==> config.mk <==
export PLATFORM = sky130hd
export DESIGN_NAME = intc_csr_gate
export DESIGN_NICKNAME = d
export VERILOG_FILES = /design/src/rtl/intc_gate_pkg.sv /design/src/rtl/intc_sel_classify.sv /design/src/rtl/intc_guest_check.sv /design/src/rtl/intc_fault_rules.sv /design/src/rtl/intc_csr_gate.sv
export SDC_FILE = /design/constraint.sdc
export NUM_CORES = 1
export LEC_CHECK = 0
export BUFFER_PORTS_ARGS = -buffer_cell sky130_fd_sc_hd__buf_2
export CAP_MARGIN = 5
export CORE_MARGIN = 2
export CORE_UTILIZATION = 37
export DETAILED_ROUTE_END_ITERATION = 8
export GPL_TIMING_DRIVEN = 0
export PLACE_DENSITY_LB_ADDON = 0.25
export SETUP_SLACK_MARGIN = 0.5
export SYNTH_ARGS = -nofsm -noshare
export SYNTH_HDL_FRONTEND = slang
export SYNTH_HIERARCHICAL = 1
export SYNTH_SLANG_ARGS = --single-unit
==> constraint.sdc <==
create_clock -name vclk -period 2.49
set_clock_uncertainty 0.05 [all_clocks]
set_input_delay 0.249 -clock vclk [all_inputs]
set_output_delay 0.249 -clock vclk [all_outputs]
set_load 0.01 [all_outputs]
==> src/rtl/intc_gate_pkg.sv <==
// Package: shared codes and the select-classification record for the
// interrupt-controller CSR access checker.
package intc_gate_pkg;

    // Decoded target CSR code supplied by the instruction decoder.
    typedef enum logic [2:0] {
        TGT_NONE     = 3'd0,
        TGT_M_DATA   = 3'd1,
        TGT_S_DATA   = 3'd2,
        TGT_G_DATA   = 3'd3,
        TGT_S_TOP    = 3'd4,
        TGT_G_TOP    = 3'd5,
        TGT_S_PEND   = 3'd6,
        TGT_S_ENABLE = 3'd7
    } target_e;

    // Privilege encoding on priv_mode.
    localparam logic [1:0] PRIV_USER  = 2'b00;
    localparam logic [1:0] PRIV_SUPER = 2'b01;
    localparam logic [1:0] PRIV_MACH  = 2'b11;

    // Classification of one indirect select value.
    typedef struct packed {
        logic implemented;  // in the implemented indirect map
        logic guest_impl;   // in the guest-file subset of the map
        logic prio_window;  // 0x30..0x3F
        logic ext_window;   // 0x70..0xFF
        logic odd_ext;      // odd value in 0x80..0xFF
        logic beyond_guest; // above 0x1FF
    } sel_class_t;

endpackage

==> src/rtl/intc_sel_classify.sv <==
// Module: classifies one indirect select value against the fixed map of
// implemented indirect registers. ODD_RESERVED picks whether odd values in
// the priority and external windows are unimplemented (64-bit register
// layout) or implemented. Assumes SEL_W >= 10 so 0x1FF fits.
module intc_sel_classify
    import intc_gate_pkg::*;
#(
    parameter int SEL_W        = 12,
    parameter bit ODD_RESERVED = 1'b1
) (
    input  logic [SEL_W-1:0] sel_i,
    output sel_class_t       cls_o
);

    localparam logic [SEL_W-1:0] PRIO_LO  = SEL_W'(12'h030);
    localparam logic [SEL_W-1:0] PRIO_HI  = SEL_W'(12'h03F);
    localparam logic [SEL_W-1:0] DELIV    = SEL_W'(12'h070);
    localparam logic [SEL_W-1:0] THRESH   = SEL_W'(12'h072);
    localparam logic [SEL_W-1:0] EXT_LO   = SEL_W'(12'h070);
    localparam logic [SEL_W-1:0] BITS_LO  = SEL_W'(12'h080);
    localparam logic [SEL_W-1:0] BITS_HI  = SEL_W'(12'h0FF);
    localparam logic [SEL_W-1:0] GUEST_HI = SEL_W'(12'h1FF);

    logic in_prio, in_bits, is_odd, named_ext;
    logic prio_ok, bits_ok;

    // Window decode shared by both map variants.
    always_comb begin
        in_prio   = (sel_i >= PRIO_LO) && (sel_i <= PRIO_HI);
        in_bits   = (sel_i >= BITS_LO) && (sel_i <= BITS_HI);
        is_odd    = sel_i[0];
        named_ext = (sel_i == DELIV) || (sel_i == THRESH);
    end

    // Parameter-selected treatment of odd values inside the windows.
    generate
        if (ODD_RESERVED) begin : g_odd_hole
            always_comb begin
                prio_ok = in_prio && !is_odd;
                bits_ok = in_bits && !is_odd;
            end
        end else begin : g_odd_full
            always_comb begin
                prio_ok = in_prio;
                bits_ok = in_bits;
            end
        end
    endgenerate

    // Assemble the classification record.
    always_comb begin
        cls_o.guest_impl   = named_ext || bits_ok;
        cls_o.implemented  = prio_ok || named_ext || bits_ok;
        cls_o.prio_window  = in_prio;
        cls_o.ext_window   = (sel_i >= EXT_LO) && (sel_i <= BITS_HI);
        cls_o.odd_ext      = in_bits && is_odd;
        cls_o.beyond_guest = sel_i > GUEST_HI;
    end

    // Map consistency: an implemented value is never above the guest range.
    always_comb begin
        if (cls_o.implemented) begin
            assert_impl_below_limit_R2: assert (!cls_o.beyond_guest);
        end
        if (cls_o.odd_ext) begin
            assert_odd_inside_ext_R5: assert (cls_o.ext_window);
        end
    end

endmodule

==> src/rtl/intc_guest_check.sv <==
// Module: decides whether a guest external interrupt number names an
// implemented guest interrupt file (1..NUM_GUEST_FILES).
// Assumes NUM_GUEST_FILES < 2**GEI_W.
module intc_guest_check #(
    parameter int GEI_W           = 6,
    parameter int NUM_GUEST_FILES = 5
) (
    input  logic [GEI_W-1:0] guest_id_i,
    output logic             valid_o
);

    localparam logic [GEI_W-1:0] LIMIT = GEI_W'(NUM_GUEST_FILES);

    // Range test against the configured file count.
    always_comb begin
        valid_o = (guest_id_i != '0) && (guest_id_i <= LIMIT);
    end

    // An invalid number is either zero or above the limit.
    always_comb begin
        if (!valid_o) begin
            assert_invalid_reason_R8: assert ((guest_id_i == '0) || (guest_id_i > LIMIT));
        end
    end

endmodule

==> src/rtl/intc_fault_rules.sv <==
// Module: per-mode, per-target fault rules. Produces raw illegal and
// virtual requests from the select classifications and guest validity;
// gating and arbitration are done by the top.
module intc_fault_rules
    import intc_gate_pkg::*;
(
    input  logic [1:0]  priv_mode_i,
    input  logic        virt_i,
    input  target_e     target_i,
    input  sel_class_t  m_cls_i,
    input  sel_class_t  s_cls_i,
    input  sel_class_t  vs_cls_i,
    input  logic        seie_deleg_i,
    input  logic        vti_on_i,
    input  logic        guest_ok_i,
    output logic        ill_req_o,
    output logic        vir_req_o
);

    logic is_m, is_hs, is_vs, is_vu;

    // Effective mode decode.
    always_comb begin
        is_m  = (priv_mode_i == PRIV_MACH);
        is_hs = (priv_mode_i == PRIV_SUPER) && !virt_i;
        is_vs = (priv_mode_i == PRIV_SUPER) && virt_i;
        is_vu = (priv_mode_i == PRIV_USER)  && virt_i;
    end

    // Rule table per target CSR.
    always_comb begin
        ill_req_o = 1'b0;
        vir_req_o = 1'b0;
        unique case (target_i)
            TGT_M_DATA: begin
                ill_req_o = is_m && !m_cls_i.implemented;
            end
            TGT_S_DATA: begin
                if (is_m || is_hs) begin
                    ill_req_o = !s_cls_i.implemented
                              || (is_hs && seie_deleg_i && s_cls_i.ext_window);
                end else if (is_vs) begin
                    ill_req_o = vs_cls_i.beyond_guest;
                    vir_req_o = !vs_cls_i.beyond_guest
                              && (vs_cls_i.prio_window || vs_cls_i.odd_ext);
                end else if (is_vu) begin
                    vir_req_o = 1'b1;
                end
            end
            TGT_G_DATA: begin
                ill_req_o = (is_m || is_hs) && !vs_cls_i.guest_impl;
            end
            TGT_S_TOP: begin
                ill_req_o = is_hs && seie_deleg_i;
                vir_req_o = is_vs && !guest_ok_i;
            end
            TGT_G_TOP: begin
                ill_req_o = (is_m || is_hs) && !guest_ok_i;
            end
            TGT_S_PEND, TGT_S_ENABLE: begin
                vir_req_o = is_vs && vti_on_i;
            end
            default: begin
                ill_req_o = 1'b0;
                vir_req_o = 1'b0;
            end
        endcase
    end

endmodule

==> src/rtl/intc_csr_gate.sv <==
// Module: top of the interrupt-controller indirect CSR access checker.
// Classifies the three select values (one classifier per select, built by
// generate), checks the guest number, applies the fault rules, gates the
// result with csr_op and gives illegal precedence over virtual.
// Purely combinational; no clock or reset.
module intc_csr_gate
    import intc_gate_pkg::*;
#(
    parameter int SEL_W           = 12,
    parameter int GEI_W           = 6,
    parameter int NUM_GUEST_FILES = 5,
    parameter bit ODD_RESERVED    = 1'b1
) (
    input  logic             csr_op,
    input  logic [1:0]       priv_mode,
    input  logic             virt,
    input  logic [2:0]       target,
    input  logic [SEL_W-1:0] m_sel,
    input  logic [SEL_W-1:0] s_sel,
    input  logic [SEL_W-1:0] vs_sel,
    input  logic             seie_deleg,
    input  logic             vti_on,
    input  logic [GEI_W-1:0] guest_id,
    output logic             raise_illegal,
    output logic             raise_virtual
);

    localparam int NUM_SEL = 3;

    logic [NUM_SEL-1:0][SEL_W-1:0] sel_vec;
    sel_class_t                    cls_vec [NUM_SEL];
    logic                          guest_ok;
    logic                          ill_req, vir_req;
    target_e                       tgt;

    // Bundle the select inputs for the classifier array.
    always_comb begin
        sel_vec[0] = m_sel;
        sel_vec[1] = s_sel;
        sel_vec[2] = vs_sel;
        tgt        = target_e'(target);
    end

    generate
        for (genvar i = 0; i < NUM_SEL; i++) begin : g_cls
            intc_sel_classify #(
                .SEL_W        (SEL_W),
                .ODD_RESERVED (ODD_RESERVED)
            ) u_cls (
                .sel_i (sel_vec[i]),
                .cls_o (cls_vec[i])
            );
        end
    endgenerate

    intc_guest_check #(
        .GEI_W           (GEI_W),
        .NUM_GUEST_FILES (NUM_GUEST_FILES)
    ) u_guest (
        .guest_id_i (guest_id),
        .valid_o    (guest_ok)
    );

    intc_fault_rules u_rules (
        .priv_mode_i  (priv_mode),
        .virt_i       (virt),
        .target_i     (tgt),
        .m_cls_i      (cls_vec[0]),
        .s_cls_i      (cls_vec[1]),
        .vs_cls_i     (cls_vec[2]),
        .seie_deleg_i (seie_deleg),
        .vti_on_i     (vti_on),
        .guest_ok_i   (guest_ok),
        .ill_req_o    (ill_req),
        .vir_req_o    (vir_req)
    );

    // Gate with csr_op; illegal wins over virtual.
    always_comb begin
        raise_illegal = csr_op && ill_req;
        raise_virtual = csr_op && vir_req && !ill_req;
    end

    // Output-level checks against the rule requirements.
    always_comb begin
        assert_flags_exclusive_R11: assert (!(raise_illegal && raise_virtual));
        if (!csr_op) begin
            assert_idle_quiet_R1: assert (!raise_illegal && !raise_virtual);
        end
        if (csr_op && priv_mode == PRIV_USER && virt && tgt == TGT_S_DATA) begin
            assert_vu_sdata_virtual_R6: assert (raise_virtual);
        end
        if (csr_op && priv_mode == PRIV_SUPER && !virt && seie_deleg && tgt == TGT_S_TOP) begin
            assert_hs_top_illegal_R9: assert (raise_illegal);
        end
        if (csr_op && priv_mode == PRIV_SUPER && virt && vti_on
            && (tgt == TGT_S_PEND || tgt == TGT_S_ENABLE)) begin
            assert_vs_pend_virtual_R10: assert (raise_virtual);
        end
    end

endmodule

==> run summary, run 1 <==
1st-pass router iterations - 4
Multi-input gate area - 369 um^2
Commonest non-fill, non-tap cells in the layout - buf_2 (49), nor2_1 (4)
Initial antenna violation count - 0
Crit-path max cell delay - 0.37 ns
Slew HR - 80.5%
Post-Synthesis Cells - 48
Die ar. - 1220 um^2
Initial DRC Count - 7
Most common cell after layout, fill and taps aside - buf_2
Final Hold Fails - 0
Maximum vdd drop - 64.5 uV
Top Family by Delay on Critical Path - simple AND/OR/NAND/NOR gates
Initial Utilization - 39.0%
Power Total - 0.0780 mW
Worst EP required - 2.19 ns
RSZ-0062 raised after global routing - true
CP max stage cell - or3_4
Sequential cell area - 0 um^2
Drt wl/cell - 9.24 um
Diodes inserted - 0
Vias in the first global route - 515
Detail Route Antenna Nets - 0
Largest net degree at the start of global routing - 8
Area growth syn-to-layout - 85.5%
CTS Hold Bufs - 0
Drt total wl - 1040 um
Met3 wire len - 120 um
WP data arrival - 1.97 ns
Setup violators final - 0
Mapped cell area - 354 um^2
Total global-route track usage - 18.3%
FP Rows - 11
Mapped Nets - 99
Critical Path End Type - output port
Setup crit start - vs_sel[9]
Leakage - 0.314 nW
Metal-1 WL - 368 um
Setup TNS - 0 ns
CP Class - primary input to output port
CP Buf/Inv Count - 2
Final-layout fill cell count - 101
# port buffers - 50
Max-slew violations - 0
Die X - 34.9 um
Layout cells sized above 1 - 66.7%
Status - complete, no violations
I/O Pins - 53
Power per cell area - 119 nW/um^2
Final cell count without fillers - 112
Max frequency - 440 MHz
Placed cell count - 111
Via-to-Cell Ratio - 5.26
Top routing layer in use - met3
DRC viols - 0
Yosys warns - 6
Layout clock buffers - 0
Post-layout net count - 152
Final core utilization - 72.3%
Final hold slack - 0.762 ns
Total number of vias - 589
Actual slew at the worst max-slew pin - 0.288 ns
Number of max-cap violations - 0
Crit start category - primary input
Crit path time final - 2.27 ns
Die height - 34.9 um
Final global-route overflow total - 0
Total length of routed met2 wires - 546 um
HP Class - primary input to output port
Final GP Congestion - 0.707
Mapped Avg Cell Area - 7.38 um^2
Period utilization - 91.2%
Core Box Area - 908 um^2
Max FO, Critical Path - 3
HP Start - csr_op
Sequential cell count - 0
Crit path cell chain - buf_2 > or3_4 > or2_4 > nor3_4 > nor4b_1 > o311ai_1 > a21oi_1 > and3b_2 > buf_6
First-pass GRT wire length - 1850 um
tightest hold or removal path: stages:
cell and delay, ns:
buf_2 0.08, and2_2 0.12, buf_2 0.11
path summary, 6_finish.rpt:
| path | end | cells after the start |
|---|---|---|
| setup / recovery | raise_virtual | 9 |
| hold / removal | raise_illegal | 3 |
final cells by class:
type	instances	share of cell area, %
Buffer	1	1.14
Multi-Input combinational cell	47	56.2
Timing Repair Buffer	51	40.2
Tap cell	13	2.48
per-stage QoR:
step | cell area (um^2) | setup slack (ns)
2_1_floorplan | 360 | 0.482
4_1_cts | 657 | 0.217
3_3_place_gp | 627 | 0.221
3_5_place_dp | 627 | 0.208
5_1_grt | 657 | 0.109
6_report | 657 | 0.219
routing by layer:
metal	track usage, %	vias to the layer above
met2	37.7	33
met3	2.56	0
met1	20.0	258
met4	1.00	0
met5	0	-
li1	-	298
power by group:
part	switching [mW]	total [mW]	internal [mW]
registers	0	0	0
logic	0.0316	0.0780	0.0464
clock network	0	0	0
timing repair:
action / in CTS / in global routing
resized for setup: 4 / 1
pin swaps: 6 / 2
gates cloned: 0 / 0
setup endpoints to repair: 2 / 2
setup buffers: 1 / 0
(Power assumes the default switching activity.)
==> run 2, diff against run 1 <==
--- a/config.mk
+++ b/config.mk
@@ -6,11 +6,11 @@
 export NUM_CORES = 1
 export LEC_CHECK = 0
 export BUFFER_PORTS_ARGS = -buffer_cell sky130_fd_sc_hd__buf_2
-export CAP_MARGIN = 5
 export CORE_MARGIN = 2
 export CORE_UTILIZATION = 37
 export DETAILED_ROUTE_END_ITERATION = 8
 export GPL_TIMING_DRIVEN = 0
+export MAX_ROUTING_LAYER = met4
 export PLACE_DENSITY_LB_ADDON = 0.25
 export SETUP_SLACK_MARGIN = 0.5
 export SYNTH_ARGS = -nofsm -noshare
==> run summary, run 2 (same netlist as run 1, synthesis figures left out) <==
Die X - 34.9 um (unchanged)
Setup TNS - 0 ns (unchanged)
Multi-input gate area - 369 um^2 (unchanged)
Actual slew at the worst max-slew pin - 0.288 ns (unchanged)
Drt wl/cell - 9.24 um (unchanged)
CP Class - primary input to output port (unchanged)
Maximum vdd drop - 64.5 uV (about the same)
# port buffers - 50 (unchanged)
Crit start category - primary input (unchanged)
Total number of vias - 589 (unchanged)
Via-to-Cell Ratio - 5.26 (unchanged)
CTS Hold Bufs - 0 (unchanged)
Final worst slack - 0.219 ns (unchanged)
WP data arrival - 1.97 ns (about the same)
Layout clock buffers - 0 (unchanged)
Max-slew violations - 0 (unchanged)
NetSw - 0.0316 mW (about the same)
Number of max-cap violations - 0 (unchanged)
Final Hold Fails - 0 (unchanged)
Diodes inserted - 0 (unchanged)
Initial antenna violation count - 0 (unchanged)
Worst EP required - 2.19 ns (about the same)
Crit-path max cell delay - 0.37 ns (about the same)
Max FO, Critical Path - 3 (unchanged)
Area growth syn-to-layout - 85.5% (unchanged)
Final-layout fill cell count - 101 (unchanged)
Clk pwr share - 0% (about the same)
Setup violators final - 0 (unchanged)
Post-route cell area - 657 um^2 (unchanged)
Initial DRC Count - 7 (unchanged)
I/O Pins - 53 (unchanged)
FP Rows - 11 (unchanged)
Largest net degree at the start of global routing - 8 (unchanged)
Comb power frac - 100.0% (about the same)
Final GP Congestion - 0.715 (was 0.707)
Final hold slack - 0.762 ns (unchanged)
Layout cells sized above 1 - 66.7% (unchanged)
First-pass GRT wire length - 1850 um (unchanged)
Most common cell after layout, fill and taps aside - buf_2 (unchanged)
Critical Path End Type - output port (unchanged)
Commonest non-fill, non-tap cells in the layout - buf_2 (49), nor2_1 (4) (unchanged)
Part of the power in registers - 0% (about the same)
Vias in the first global route - 515 (unchanged)
Sw Share - 40.5% (about the same)
Die ar. - 1220 um^2 (unchanged)
HP Class - primary input to output port (unchanged)
Sequential cell area - 0 um^2 (unchanged)
Slew HR - 80.5% (unchanged)
Final global-route overflow total - 0 (unchanged)
Post-Place Worst Slack - 0.208 ns (unchanged)
Int Power - 0.0464 mW (about the same)
Crit path time final - 2.27 ns (unchanged)
Detail Route Antenna Nets - 0 (unchanged)
Placed inst area - 627 um^2 (unchanged)
Sequential cell count - 0 (unchanged)
DRC viols - 0 (unchanged)
Power per cell area - 119 nW/um^2 (about the same)
Drt total wl - 1040 um (unchanged)
Period utilization - 91.2% (unchanged)
CP max stage cell - or3_4 (unchanged)
Initial Utilization - 39.0% (unchanged)
Die height - 34.9 um (unchanged)
Crit path cell chain - buf_2 > or3_4 > or2_4 > nor3_4 > nor4b_1 > o311ai_1 > a21oi_1 > and3b_2 > buf_6 (unchanged)
Leakage - 0.314 nW (unchanged)
Total global-route track usage - 18.8% (was 18.3%)
Post-layout net count - 152 (unchanged)
Core Box Area - 908 um^2 (unchanged)
1st-pass router iterations - 4 (unchanged)
Status - complete, no violations (unchanged)
Max frequency - 440 MHz (unchanged)
RSZ-0062 raised after global routing - true (unchanged)
## run 2: power by group through the flow
stage          Sequential, mW  Clock (mW)  Combinational, mW
2_1_floorplan               0           0             0.0269
3_5_place_dp                0           0             0.0747
4_1_cts                     0           0             0.0781
3_3_place_gp                0           0             0.0729
5_1_grt                     0           0             0.0877
6_report                    0           0             0.0780
## run 2: metrics by stage
step	cells	power [mW]	util, %
floorplan	48	0.0269	-
global placement	111	0.0729	69.0
detailed placement	111	0.0747	69.0
CTS	112	0.0781	72.3
global route	112	0.0877	72.3
finish	112	0.0780	72.3
## run 2: worst max-delay path, delay by kind of cell
| family | cells | cell delay [ns] |
|---|---|---|
| simple gates | 5 | 1.16 |
| compound gates | 2 | 0.37 |
| buf+inv | 2 | 0.20 |
## run 2: timing repair
action	in CTS	in global routing
resized for setup	4	1
endpoints found under the setup margin	2	2
pin swaps	6	2
setup buffers	1	0
gates cloned	0	0
## run 2: path summary, 6_finish.rpt
path	from	endpoint	slack, ns	cells past startpoint
setup / recovery	vs_sel[9]	raise_virtual	0.22	9
hold / removal	csr_op	raise_illegal	0.76	3
## run 2: area by class of cell
type / count / share of cell area, %
plain buffers: 1 / 1.14
repair buffers: 51 / 40.2
multi-input cells: 47 / 56.2
well taps: 13 / 2.48
## run 2: layer usage
metal	up-vias	track usage [%]	routed length [um]
met5	-	-	0
met3	0	1.92	118
met1	258	20.4	369
li1	298	-	-
met4	0	1.00	0
met2	33	37.7	546
==> run 3, diff against run 2 <==
--- a/config.mk
+++ b/config.mk
@@ -9,7 +9,6 @@
 export CORE_MARGIN = 2
 export CORE_UTILIZATION = 37
 export DETAILED_ROUTE_END_ITERATION = 8
-export GPL_TIMING_DRIVEN = 0
 export MAX_ROUTING_LAYER = met4
 export PLACE_DENSITY_LB_ADDON = 0.25
 export SETUP_SLACK_MARGIN = 0.5
==> run summary, run 3 (same netlist as run 1, synthesis figures left out) <==
Commonest non-fill, non-tap cells in the layout - buf_2 (48), o21ai_0 (4), nor2_1 (4) (was buf_2 (49), nor2_1 (4))
CP max stage cell - or3_4 (unchanged)
Initial Utilization - 39.0% (unchanged)
Post-route cell area - 663 um^2 (was 657 um^2)
Detail Route Antenna Nets - 0 (unchanged)
Drt wl/cell - 9.17 um (was 9.24 um)
Crit-path max cell delay - 0.37 ns (about the same)
Slew HR - 80.7% (was 80.5%)
Actual slew at the worst max-slew pin - 0.286 ns (was 0.288 ns)
Max FO, Critical Path - 3 (unchanged)
Vias in the first global route - 469 (was 515)
Final Hold Fails - 0 (unchanged)
Max-slew violations - 0 (unchanged)
Final global-route overflow total - 0 (unchanged)
# port buffers - 50 (unchanged)
CTS Hold Bufs - 0 (unchanged)
Total global-route track usage - 16.8% (was 18.8%)
Max frequency - 442 MHz (was 440 MHz)
Setup TNS - 0 ns (unchanged)
Status - complete, no violations (unchanged)
Crit path cell chain - buf_6 > or3_4 > or2_4 > nor3_4 > mux2_4 > o22ai_2 > o311ai_1 > a21oi_1 > and3b_2 > buf_2 (was buf_2 > or3_4 > or2_4 > nor3_4 > nor4b_1 > o311ai_1 > a21oi_1 > and3b_2 > buf_6)
Crit path time final - 2.26 ns (was 2.27 ns)
HP Class - primary input to output port (unchanged)
Number of max-cap violations - 0 (unchanged)
Power per cell area - 122 nW/um^2 (was 119 nW/um^2)
Period utilization - 90.8% (was 91.2%)
Post-layout net count - 151 (was 152)
Initial DRC Count - 3 (was 7)
Leakage - 0.314 nW (about the same)
Most common cell after layout, fill and taps aside - buf_2 (unchanged)
Sequential cell count - 0 (unchanged)
Die height - 34.9 um (unchanged)
Maximum vdd drop - 61.0 uV (was 64.5 uV)
Setup violators final - 0 (unchanged)
Placed inst area - 619 um^2 (was 627 um^2)
Crit start category - primary input (unchanged)
I/O Pins - 53 (unchanged)
Via-to-Cell Ratio - 5.38 (was 5.26)
Layout clock buffers - 0 (unchanged)
First-pass GRT wire length - 1640 um (was 1850 um)
FP Rows - 11 (unchanged)
1st-pass router iterations - 4 (unchanged)
Die X - 34.9 um (unchanged)
Final GP Congestion - 0.695 (was 0.715)
WP data arrival - 1.96 ns (was 1.97 ns)
Diodes inserted - 0 (unchanged)
Worst EP required - 2.19 ns (about the same)
DRC viols - 0 (unchanged)
Initial antenna violation count - 0 (unchanged)
Total number of vias - 597 (was 589)
Sequential cell area - 0 um^2 (unchanged)
CP Class - primary input to output port (unchanged)
Critical Path End Type - output port (unchanged)
Die ar. - 1220 um^2 (unchanged)
Largest net degree at the start of global routing - 8 (unchanged)
Core Box Area - 908 um^2 (unchanged)
Drt total wl - 1020 um (was 1040 um)
Layout cells sized above 1 - 67.3% (was 66.7%)
RSZ-0062 raised after global routing - true (unchanged)
Area growth syn-to-layout - 87.3% (was 85.5%)
-- run 3: path summary, 6_finish.rpt --
path	endpoint	cells after the start	start
setup / recovery	raise_virtual	10	vs_sel[10]
hold / removal	raise_illegal	3	csr_op
-- run 3: per-stage QoR --
stage | setup slack (ns) | util (%) | std cells | hold slack [ns] | total power [mW]
floorplan | 0.482 | - | 48 | 0.592 | 0.0269
detailed placement | 0.224 | 68.2 | 110 | 0.765 | 0.0748
global route | 0.117 | 73.0 | 111 | 0.771 | 0.0895
global placement | 0.225 | 68.2 | 110 | 0.761 | 0.0728
CTS | 0.231 | 73.0 | 111 | 0.746 | 0.0814
finish | 0.228 | 73.0 | 111 | 0.754 | 0.0811
-- run 3: cell type report --
class	instances	area (um^2)
tap	13	16.3
multi-input combinational	47	377
timing repair buffer	51	270
fill	97	245
-- run 3: routing by layer --
layer	GRT usage [%]	up-vias	routed length [um]
met3	2.56	0	136
met1	16.5	266	346
met2	35.4	35	534
met4	0	0	0
li1	-	296	-
met5	-	-	0
-- run 3: worst max-delay path: cells and delay by family --
kind,cells,cell delay [ns]
multiplexers,1,0.18
AND/OR/NAND/NOR,4,1.06
AO/OA/AOI/OAI,3,0.28
buffers and inverters,2,0.21
-- run 3: report_power, final --
part / internal, mW / switching [mW]
combinational: 0.0489 / 0.0323
clock: 0 / 0
sequential: 0 / 0
-- run 3: timing repair --
action                                  CTS  global route
cloned                                    0             0
resized for setup                         7             0
buffers inserted                          1             0
endpoints found under the setup margin    2             2
pin swaps                                 2             1
